File: config.mk
export PLATFORM = sky130hd
export DESIGN_NAME = amul_dnc
export DESIGN_NICKNAME = d
export VERILOG_FILES = /design/src/rtl/amul_pkg.sv /design/src/rtl/amul_rca.sv /design/src/rtl/amul_sub.sv /design/src/rtl/amul_dnc.sv
export SDC_FILE = /design/constraint.sdc
export NUM_CORES = 1
export LEC_CHECK = 0
export BUFFER_PORTS_ARGS = -buffer_cell sky130_fd_sc_hd__buf_2
export CAP_MARGIN = 20
export CELL_PAD_IN_SITES_DETAIL_PLACEMENT = 1
export CELL_PAD_IN_SITES_GLOBAL_PLACEMENT = 1
export CORE_ASPECT_RATIO = 0.8
export CORE_MARGIN = 5
export CORE_UTILIZATION = 46
export DETAILED_ROUTE_END_ITERATION = 6
export PLACE_DENSITY = 0.87
export SLEW_MARGIN = 40
export SYNTH_ARGS = -nofsm -noshare
export SYNTH_HDL_FRONTEND = slang
export SYNTH_SLANG_ARGS = --single-unit
File: constraint.sdc
create_clock -name vclk -period 6.5
set_clock_uncertainty 0.05 [all_clocks]
set_input_delay 0 -clock vclk [all_inputs]
set_output_delay 0 -clock vclk [all_outputs]
set_load 0.02 [all_outputs]
File: src/rtl/amul_pkg.sv
package amul_pkg;

   // Sub-product slots; bit q of APPROX_MASK selects slot q as approximate.
   localparam int unsigned NUM_SUB = 4;

   typedef enum logic [1:0] {
      SUB_LL = 2'd0,
      SUB_HL = 2'd1,
      SUB_LH = 2'd2,
      SUB_HH = 2'd3
   } sub_slot_e;

   // Which half of operand A feeds slot q (0 = low, 1 = high).
   function automatic int unsigned a_half_of(int unsigned q);
      return q % 2;
   endfunction

   // Which half of operand B feeds slot q (0 = low, 1 = high).
   function automatic int unsigned b_half_of(int unsigned q);
      return q / 2;
   endfunction

endpackage

File: src/rtl/amul_rca.sv
// Exact ripple-carry adder built from full-adder cells; carry out of the top bit is dropped.
module amul_rca #(
   parameter int unsigned W = 8
) (
   input  logic [W-1:0] a,
   input  logic [W-1:0] b,
   output logic [W-1:0] sum
);
   logic [W-1:0] c;

   assign c[0] = 1'b0;

   for (genvar i = 0; i < W; i++) begin : g_cell
      assign sum[i] = a[i] ^ b[i] ^ c[i];
      if (i < W - 1) begin : g_carry
         assign c[i+1] = (a[i] & b[i]) | (a[i] & c[i]) | (b[i] & c[i]);
      end
   end

endmodule

File: src/rtl/amul_sub.sv
// HW x HW sub-multiplier. APPROX selects the carry-free low-column variant.
module amul_sub #(
   parameter int unsigned HW          = 4,
   parameter bit          APPROX      = 1'b0,
   parameter int unsigned APPROX_COLS = 3,
   localparam int unsigned PW         = 2 * HW
) (
   input  logic [HW-1:0] x,
   input  logic [HW-1:0] y,
   output logic [PW-1:0] p
);
   localparam int unsigned KC = APPROX ? APPROX_COLS : 0;
   localparam logic [PW-1:0] LO_MASK = PW'((64'd1 << KC) - 64'd1);
   localparam logic [PW-1:0] HI_MASK = ~LO_MASK;

   if (HW < 1) begin : g_bad_hw
      $error("amul_sub: HW must be at least 1");
   end
   if (APPROX && (APPROX_COLS > PW - 1)) begin : g_bad_cols
      $error("amul_sub: APPROX_COLS exceeds the column count");
   end

   // Partial-product rows (AND of multiplicand with one multiplier bit), shifted.
   logic [PW-1:0] row    [HW];
   logic [PW-1:0] row_hi [HW];
   logic [PW-1:0] acc    [HW];
   logic [PW-1:0] lo_bits;

   for (genvar i = 0; i < HW; i++) begin : g_row
      assign row[i]    = PW'(x & {HW{y[i]}}) << i;
      assign row_hi[i] = row[i] & HI_MASK;
   end

   // Exact accumulation of everything at or above the approximate columns.
   assign acc[0] = row_hi[0];
   for (genvar i = 1; i < HW; i++) begin : g_acc
      amul_rca #(.W(PW)) u_add (
         .a   (acc[i-1]),
         .b   (row_hi[i]),
         .sum (acc[i])
      );
   end

   if (KC > 0) begin : g_approx
      // Carry-free cells: each low column collapses to the OR of its bits.
      logic [PW-1:0] lo_acc [HW];
      assign lo_acc[0] = row[0] & LO_MASK;
      for (genvar i = 1; i < HW; i++) begin : g_or
         assign lo_acc[i] = lo_acc[i-1] | (row[i] & LO_MASK);
      end
      assign lo_bits = lo_acc[HW-1];

      always_comb begin
         AST_SUB_BOUND: assert (p <= PW'(x) * PW'(y));
      end
   end else begin : g_exact
      assign lo_bits = '0;

      always_comb begin
         AST_SUB_EXACT: assert (p == PW'(x) * PW'(y));
      end
   end

   // Low region and exact high region do not overlap, so OR joins them.
   assign p = acc[HW-1] | lo_bits;

endmodule

File: src/rtl/amul_dnc.sv
// Divide-and-conquer unsigned multiplier from four half-width sub-multipliers.
module amul_dnc
   import amul_pkg::*;
#(
   parameter int unsigned HALF_W       = 4,
   parameter logic [3:0]  APPROX_MASK  = 4'b0001,
   parameter int unsigned APPROX_COLS  = 3,
   localparam int unsigned OPW         = 2 * HALF_W,
   localparam int unsigned PROD_W      = 2 * OPW
) (
   input  logic [OPW-1:0]    op_a,
   input  logic [OPW-1:0]    op_b,
   output logic [PROD_W-1:0] product
);
   localparam int unsigned SUB_W = 2 * HALF_W;
   localparam int unsigned MID_W = SUB_W + 1;

   if (HALF_W < 1 || HALF_W > 15) begin : g_bad_half
      $error("amul_dnc: HALF_W out of range");
   end
   if (APPROX_COLS > SUB_W - 1) begin : g_bad_cols
      $error("amul_dnc: APPROX_COLS out of range");
   end

   logic [SUB_W-1:0] sub_p [NUM_SUB];
   logic [NUM_SUB-1:0] approx_live;

   for (genvar q = 0; q < NUM_SUB; q++) begin : g_sub
      localparam int unsigned AOFF = a_half_of(q) * HALF_W;
      localparam int unsigned BOFF = b_half_of(q) * HALF_W;
      logic [HALF_W-1:0] xa, yb;
      assign xa = op_a[AOFF +: HALF_W];
      assign yb = op_b[BOFF +: HALF_W];
      assign approx_live[q] = APPROX_MASK[q] && (xa != '0) && (yb != '0);

      amul_sub #(
         .HW          (HALF_W),
         .APPROX      (APPROX_MASK[q]),
         .APPROX_COLS (APPROX_COLS)
      ) u_sub (
         .x (xa),
         .y (yb),
         .p (sub_p[q])
      );
   end

   // Middle terms share one weight; sum them with an extra carry bit.
   logic [MID_W-1:0] mid;
   amul_rca #(.W(MID_W)) u_mid (
      .a   ({1'b0, sub_p[SUB_HL]}),
      .b   ({1'b0, sub_p[SUB_LH]}),
      .sum (mid)
   );

   // HH and LL occupy disjoint bit ranges, so they concatenate without an adder.
   logic [PROD_W-1:0] outer, mid_shift;
   assign outer     = {sub_p[SUB_HH], sub_p[SUB_LL]};
   assign mid_shift = PROD_W'(mid) << HALF_W;

   amul_rca #(.W(PROD_W)) u_final (
      .a   (outer),
      .b   (mid_shift),
      .sum (product)
   );

   logic [PROD_W-1:0] exact_p;
   assign exact_p = PROD_W'(op_a) * PROD_W'(op_b);

   always_comb begin
      if (op_a == '0 || op_b == '0) begin
         AST_ZERO_OPERAND: assert (product == '0);
      end
      AST_NO_OVERSHOOT: assert (product <= exact_p);
      if (approx_live == '0) begin
         AST_EXACT_WHEN_CLEAN: assert (product == exact_p);
      end
   end

endmodule

After elaboration in Yosys (flattened, before gate mapping)
Index checks and enable logic that the tools add are counted.
{"block": "totals", "register_bits": 0, "in_bits": 16, "output_inout_bits": 16, "word_cells": 496}
{"block": "classes", "n_bitwise": 496}
{"cell": "AND 1 bit", "n": 156}
{"cell": "bitwise XOR 1 bit", "n": 133}
{"cell": "OR 1 bit", "n": 120}
{"cell": "AND 4 bit", "n": 16}
{"cell": "AND 1 bit (first input constant)", "n": 28}
{"cell": "bitwise XOR 1 bit (both inputs constant)", "n": 12}
{"cell": "bitwise XOR 1 bit (second input constant)", "n": 12}
{"cell": "AND 1 bit (both inputs constant)", "n": 8}
{"cell": "OR 8 x 3 -> 8 bit", "n": 1}
{"cell": "OR 3 bit", "n": 2}
{"cell": "AND 1 bit (second input constant)", "n": 4}
{"cell": "bitwise XOR 1 bit (first input constant)", "n": 4}

Depth between registers and ports, before layout
{"block": "depth", "word_depth": 45, "depth_mapped": 24, "depth_no_buf": 24}

Modules after synthesis
From an unflattened synthesis, not the netlist that was laid out.
{"block": "unflattened", "cells_unflattened": 189, "area_unflattened_um2": 2787.7}
{"module": "amul_rca at g_sub[0].u_sub.g_acc[1].u_add ...", "instances": 12, "cells_each": 8, "area_per_inst_um2": 156.4, "seq_area_each_um2": 0.0}
{"module": "amul_rca at u_final", "instances": 1, "cells_each": 16, "area_per_inst_um2": 316.6, "seq_area_each_um2": 0.0}
{"module": "amul_sub at g_sub[1].u_sub ...", "instances": 3, "cells_each": 17, "area_per_inst_um2": 103.8, "seq_area_each_um2": 0.0}
{"module": "amul_rca at u_mid", "instances": 1, "cells_each": 9, "area_per_inst_um2": 176.4, "seq_area_each_um2": 0.0}
{"module": "amul_sub at g_sub[0].u_sub", "instances": 1, "cells_each": 16, "area_per_inst_um2": 102.6, "seq_area_each_um2": 0.0}
{"module": "amul_dnc", "instances": 1, "cells_each": 1, "area_per_inst_um2": 3.8, "seq_area_each_um2": 0.0}

Worst setup path after synthesis
OpenSTA, ideal clock, no wires.
{"block": "synth_timing", "path_type": "input to output", "from": "input port op_b[0]", "to": "output port product[15]", "arrival_ns": 5.785, "required_time_ns": 6.450, "setup_slack_ns": 0.665, "path_stages": 22, "path_buffers": 0, "cell_sequence": "and2_2 > ha_1 > inv_1 > fa_1 > inv_1 > fa_1 > fa_1 > fa_1 > inv_1 > fa_1 > fa_1 > inv_1 > fa_1 > fa_1 > fa_1 > fa_1 > inv_1 > fa_1 > inv_1 > ha_1 > ha_1 > xnor2_1"}
{"block": "synth_between", "elab_chain_len": 38}
{"element": "from (decl)", "line": "amul_dnc.sv:12", "text": "input logic [OPW-1:0] op_b,"}
{"element": "AND 4 bit", "line": "amul_sub.sv:30", "text": "assign row[i] = PW'(x & {HW{y[i]}}) << i;"}
{"element": "AND 1 bit (2 in a row)", "line": "amul_rca.sv:16", "text": "assign c[i+1] = (a[i] & b[i]) | (a[i] & c[i]) | (b[i] & c[i]);"}
{"element": "OR 1 bit (2 in a row)", "line": "amul_rca.sv:16"}
{"element": "AND 1 bit / bitwise XOR 1 bit (equally long branches)", "line": "amul_rca.sv:16, amul_rca.sv:14"}
{"element": "OR 1 bit / bitwise XOR 1 bit (equally long branches) (2 in a row)", "line": "amul_rca.sv:16, amul_rca.sv:14"}
{"element": "AND 1 bit / bitwise XOR 1 bit (equally long branches)", "line": "amul_rca.sv:16, amul_rca.sv:14"}
{"element": "OR 1 bit / bitwise XOR 1 bit (equally long branches)", "line": "amul_rca.sv:16, amul_rca.sv:14"}
{"element": "OR 1 bit (tied with other cells)", "line": "amul_rca.sv:16"}
{"element": "[16 not listed]"}
{"element": "OR 1 bit (2 in a row)", "line": "amul_rca.sv:16"}
{"element": "AND 1 bit", "line": "amul_rca.sv:16"}
{"element": "OR 1 bit (2 in a row)", "line": "amul_rca.sv:16"}
{"element": "AND 1 bit", "line": "amul_rca.sv:16"}
{"element": "OR 1 bit", "line": "amul_rca.sv:16"}
{"element": "OR 1 bit *", "line": "amul_rca.sv:16"}
{"element": "AND 1 bit * (2 in a row)", "line": "amul_rca.sv:16"}
{"element": "bitwise XOR 1 bit *", "line": "amul_rca.sv:14", "text": "assign sum[i] = a[i] ^ b[i] ^ c[i];"}
{"element": "to (decl)", "line": "amul_dnc.sv:13", "text": "output logic [PROD_W-1:0] product"}
Every way passes the cells marked *; elsewhere a longest branch is shown, timed or not.

Worst setup path in the final report
Ends and elaborated chain as after synthesis.

==> results.txt <==
The synthesized instance count is between 150 and 200. The worst setup path is launched from an input pin. The core box area came out at about 3500 sq um. The height of the die is between 60 and 70 um. The mapped netlist covers 1720 sq um.

The number of antenna diodes came out at 0. The global routing met1 resource utilization is 0.234. The run finished with clean final reports.

The worst-margin pin slew is 0.280 ns. The number of nets in the layout came out at slightly below 300. The data required time at the worst endpoint came out at 6.45 ns. The clock buffer count in the final layout is 0. The number of nets in the synthesized netlist came out at roughly 260. Relative to the synthesized area, the layout overhead comes to 12.5%. The combined flip-flop and latch cell area is 0 sq um.

The buffer and inverter count on the worst path is 8. The post-layout minimum cycle time is ~6.1 ns. The congestion estimate from routability-driven global placement came to around 0.77. The leakage power is 1.10 nW.

Traced cell by cell, the critical path runs through buf_2, and2_2, ha_1, inv_1, fa_1, inv_1, fa_1, fa_1, fa_1, inv_1, fa_1, fa_1, inv_1, fa_1, fa_1, fa_1, fa_1, inv_1, fa_1, inv_1, ha_1, ha_1, xnor2_1, buf_4. STA classifies the critical path endpoint as an output port. The tool flagged a number of max-cap violations equal to 0. The sequential fraction of the synthesis area is 0.

The largest net degree at the start of global routing is 9. The number of failing hold endpoints at the final stage was 0. The synthesized design spends more area on one cell type than any other, namely fa_1. The delay of the slowest critical-path stage came out at ~0.55 ns.

For met2 alone, demand over resource in global routing was 0.312. The met3 demand-to-capacity share in global routing came out at 0.00554. The detailed router finished its first iteration with 16 violations. In the routed layout, each cell is associated on average with a via count of around 4.8. The number of buffers inserted by post-CTS setup repair came out at 0. The quantity of hold-fixing buffers added after cts is 0. The number of flip-flops and latches came out at 0. Counting stages on the worst path, the most repeated cell is fa_1.

By count the netlist is led by 58 x inv_1, 44 x fa_1, 41 x and2_1. The global-route wire length before repair came out at approximately 6800 um. The post-detailed-route DRC marker count came out at 0. The total congestion overflow is 0. Setup repair after global routing left no endpoint under its margin. The total negative slack for setup checks came out at 0 ns.

The die area came out at about 5000 sq um. 32 I/O pins were placed. The count of yosys warnings during synthesis came out at 0. The path class of the tightest hold or removal check is in -> out.

The number of global-route vias before repair is ~1.4k. The total of buffers placed on input and output ports is 32. The max-slew headroom at the worst pin came out at 0.813. The dominant delay contributor by cell family on the critical path is adder cells. Dividing total power by cell area gives a power density of about 250 nW/um^2.

The post-cts repair resize count is 0. Dividing the final minimum period by the clock period gives 0.945. The path type of the worst setup path is in -> out. The count of final setup violators is 0. The portion of synthesized cell area occupied by the leading cell type is 0.512.

The fraction of layout cells with a size suffix above 1 is 0.176. The antenna violation net count after detailed routing came out at 0. The average wire length per cell after detail routing is between 10 and 15 um. The mean post-synth cell area came out at between 9 and 10 sq um. The largest voltage drop on the vdd net is ~130 uV. After layout, the worst setup slack is around 0.35 ns. The maximum net fanout on the critical path came out at 8. The starting utilization of the core area is 0.489. The number of pins exceeding their max-slew limit in the final report is 0. The layer flagged by global routing as most heavily used is met2. The global router's overall resource usage came out at 0.168. The die extent in x is roughly 78 um. The final layout contains routed wiring with a total length of roughly 3800 um. The arrival time at the worst endpoint is 6.10 ns. Yosys attributes the largest share of cell area to fa_1 51%, and2_1 15%, ha_1 15%.

The maximum achievable frequency is 163 MHz. The first TritonRoute pass finished after 6 iterations. The placement-stage worst setup slack is between 0.2 and 0.3 ns.

The number of distinct library cells after synthesis came out at 9. The initial antenna violation count came to 0. The sum of net half-perimeters after detailed placement is 3520 um. Among all cell types in the netlist, the one instantiated most often is inv_1. The slowest stage of the critical path is the fa_1 cell. The floorplan has 19 rows. The total via count in the routed design came out at between 1k and 1.5k.
-- kinds of logic (layout without fill, tap and decap cells) --
kind of cell / after synthesis / in the layout / share of synthesized area
compound gates: 2 / 2 / 0.0116
xor+xnor: 1 / 1 / 0.00509
fa+ha+maj: 64 / 64 / 0.657
buf+inv: 58 / 90 / 0.127
simple gates: 59 / 59 / 0.199
-- placed cells by master, fill, tap and decap left out --
cell type,n
buf_4,1
xnor2_1,1
a22o_2,1
and2_1,41
a222oi_1,1
buf_2,31
ha_1,20
nand2_1,13
and2_2,5
fa_1,44
inv_1,58
-- metrics by stage --
stage,hold WS (ns),std cells,util,instance area (sq um),total power [mW]
global route,0.454,258,0.550,1940,0.559
floorplan,0.118,184,-,1720,0.366
CTS,0.406,258,0.549,1930,0.498
finish,0.403,258,0.550,1940,0.483
global placement,0.400,258,0.549,1930,0.477
detailed placement,0.403,258,0.549,1930,0.496
-- report_power, final --
part / internal, mW / leakage, nW / switching (mW)
combinational: 0.182 / 1.10 / 0.301
clock: 0 / 0 / 0
sequential: 0 / 0 / 0
-- final cells by class --
| class | count | area, sq um |
|---|---|---|
| fill | 439 | 1580 |
| multi-input combinational | 126 | 1500 |
| inverter | 58 | 218 |
| timing repair buffer | 32 | 163 |
| tap | 42 | 52.6 |
-- path summary, 6_finish.rpt --
path                  startpoint     endpoint  slack, ns  cells after the start
worst min-delay path     op_b[2]   product[2]       0.40                      4
worst max-delay path     op_b[0]  product[15]       0.35                     24
-- routing by layer --
layer,wire length [um],up-vias
met4,0,0
met5,0,-
met1,1790,645
met2,1940,18
met3,95,0
li1,-,585
No activity file was read; power rests on OpenSTA's default activity.
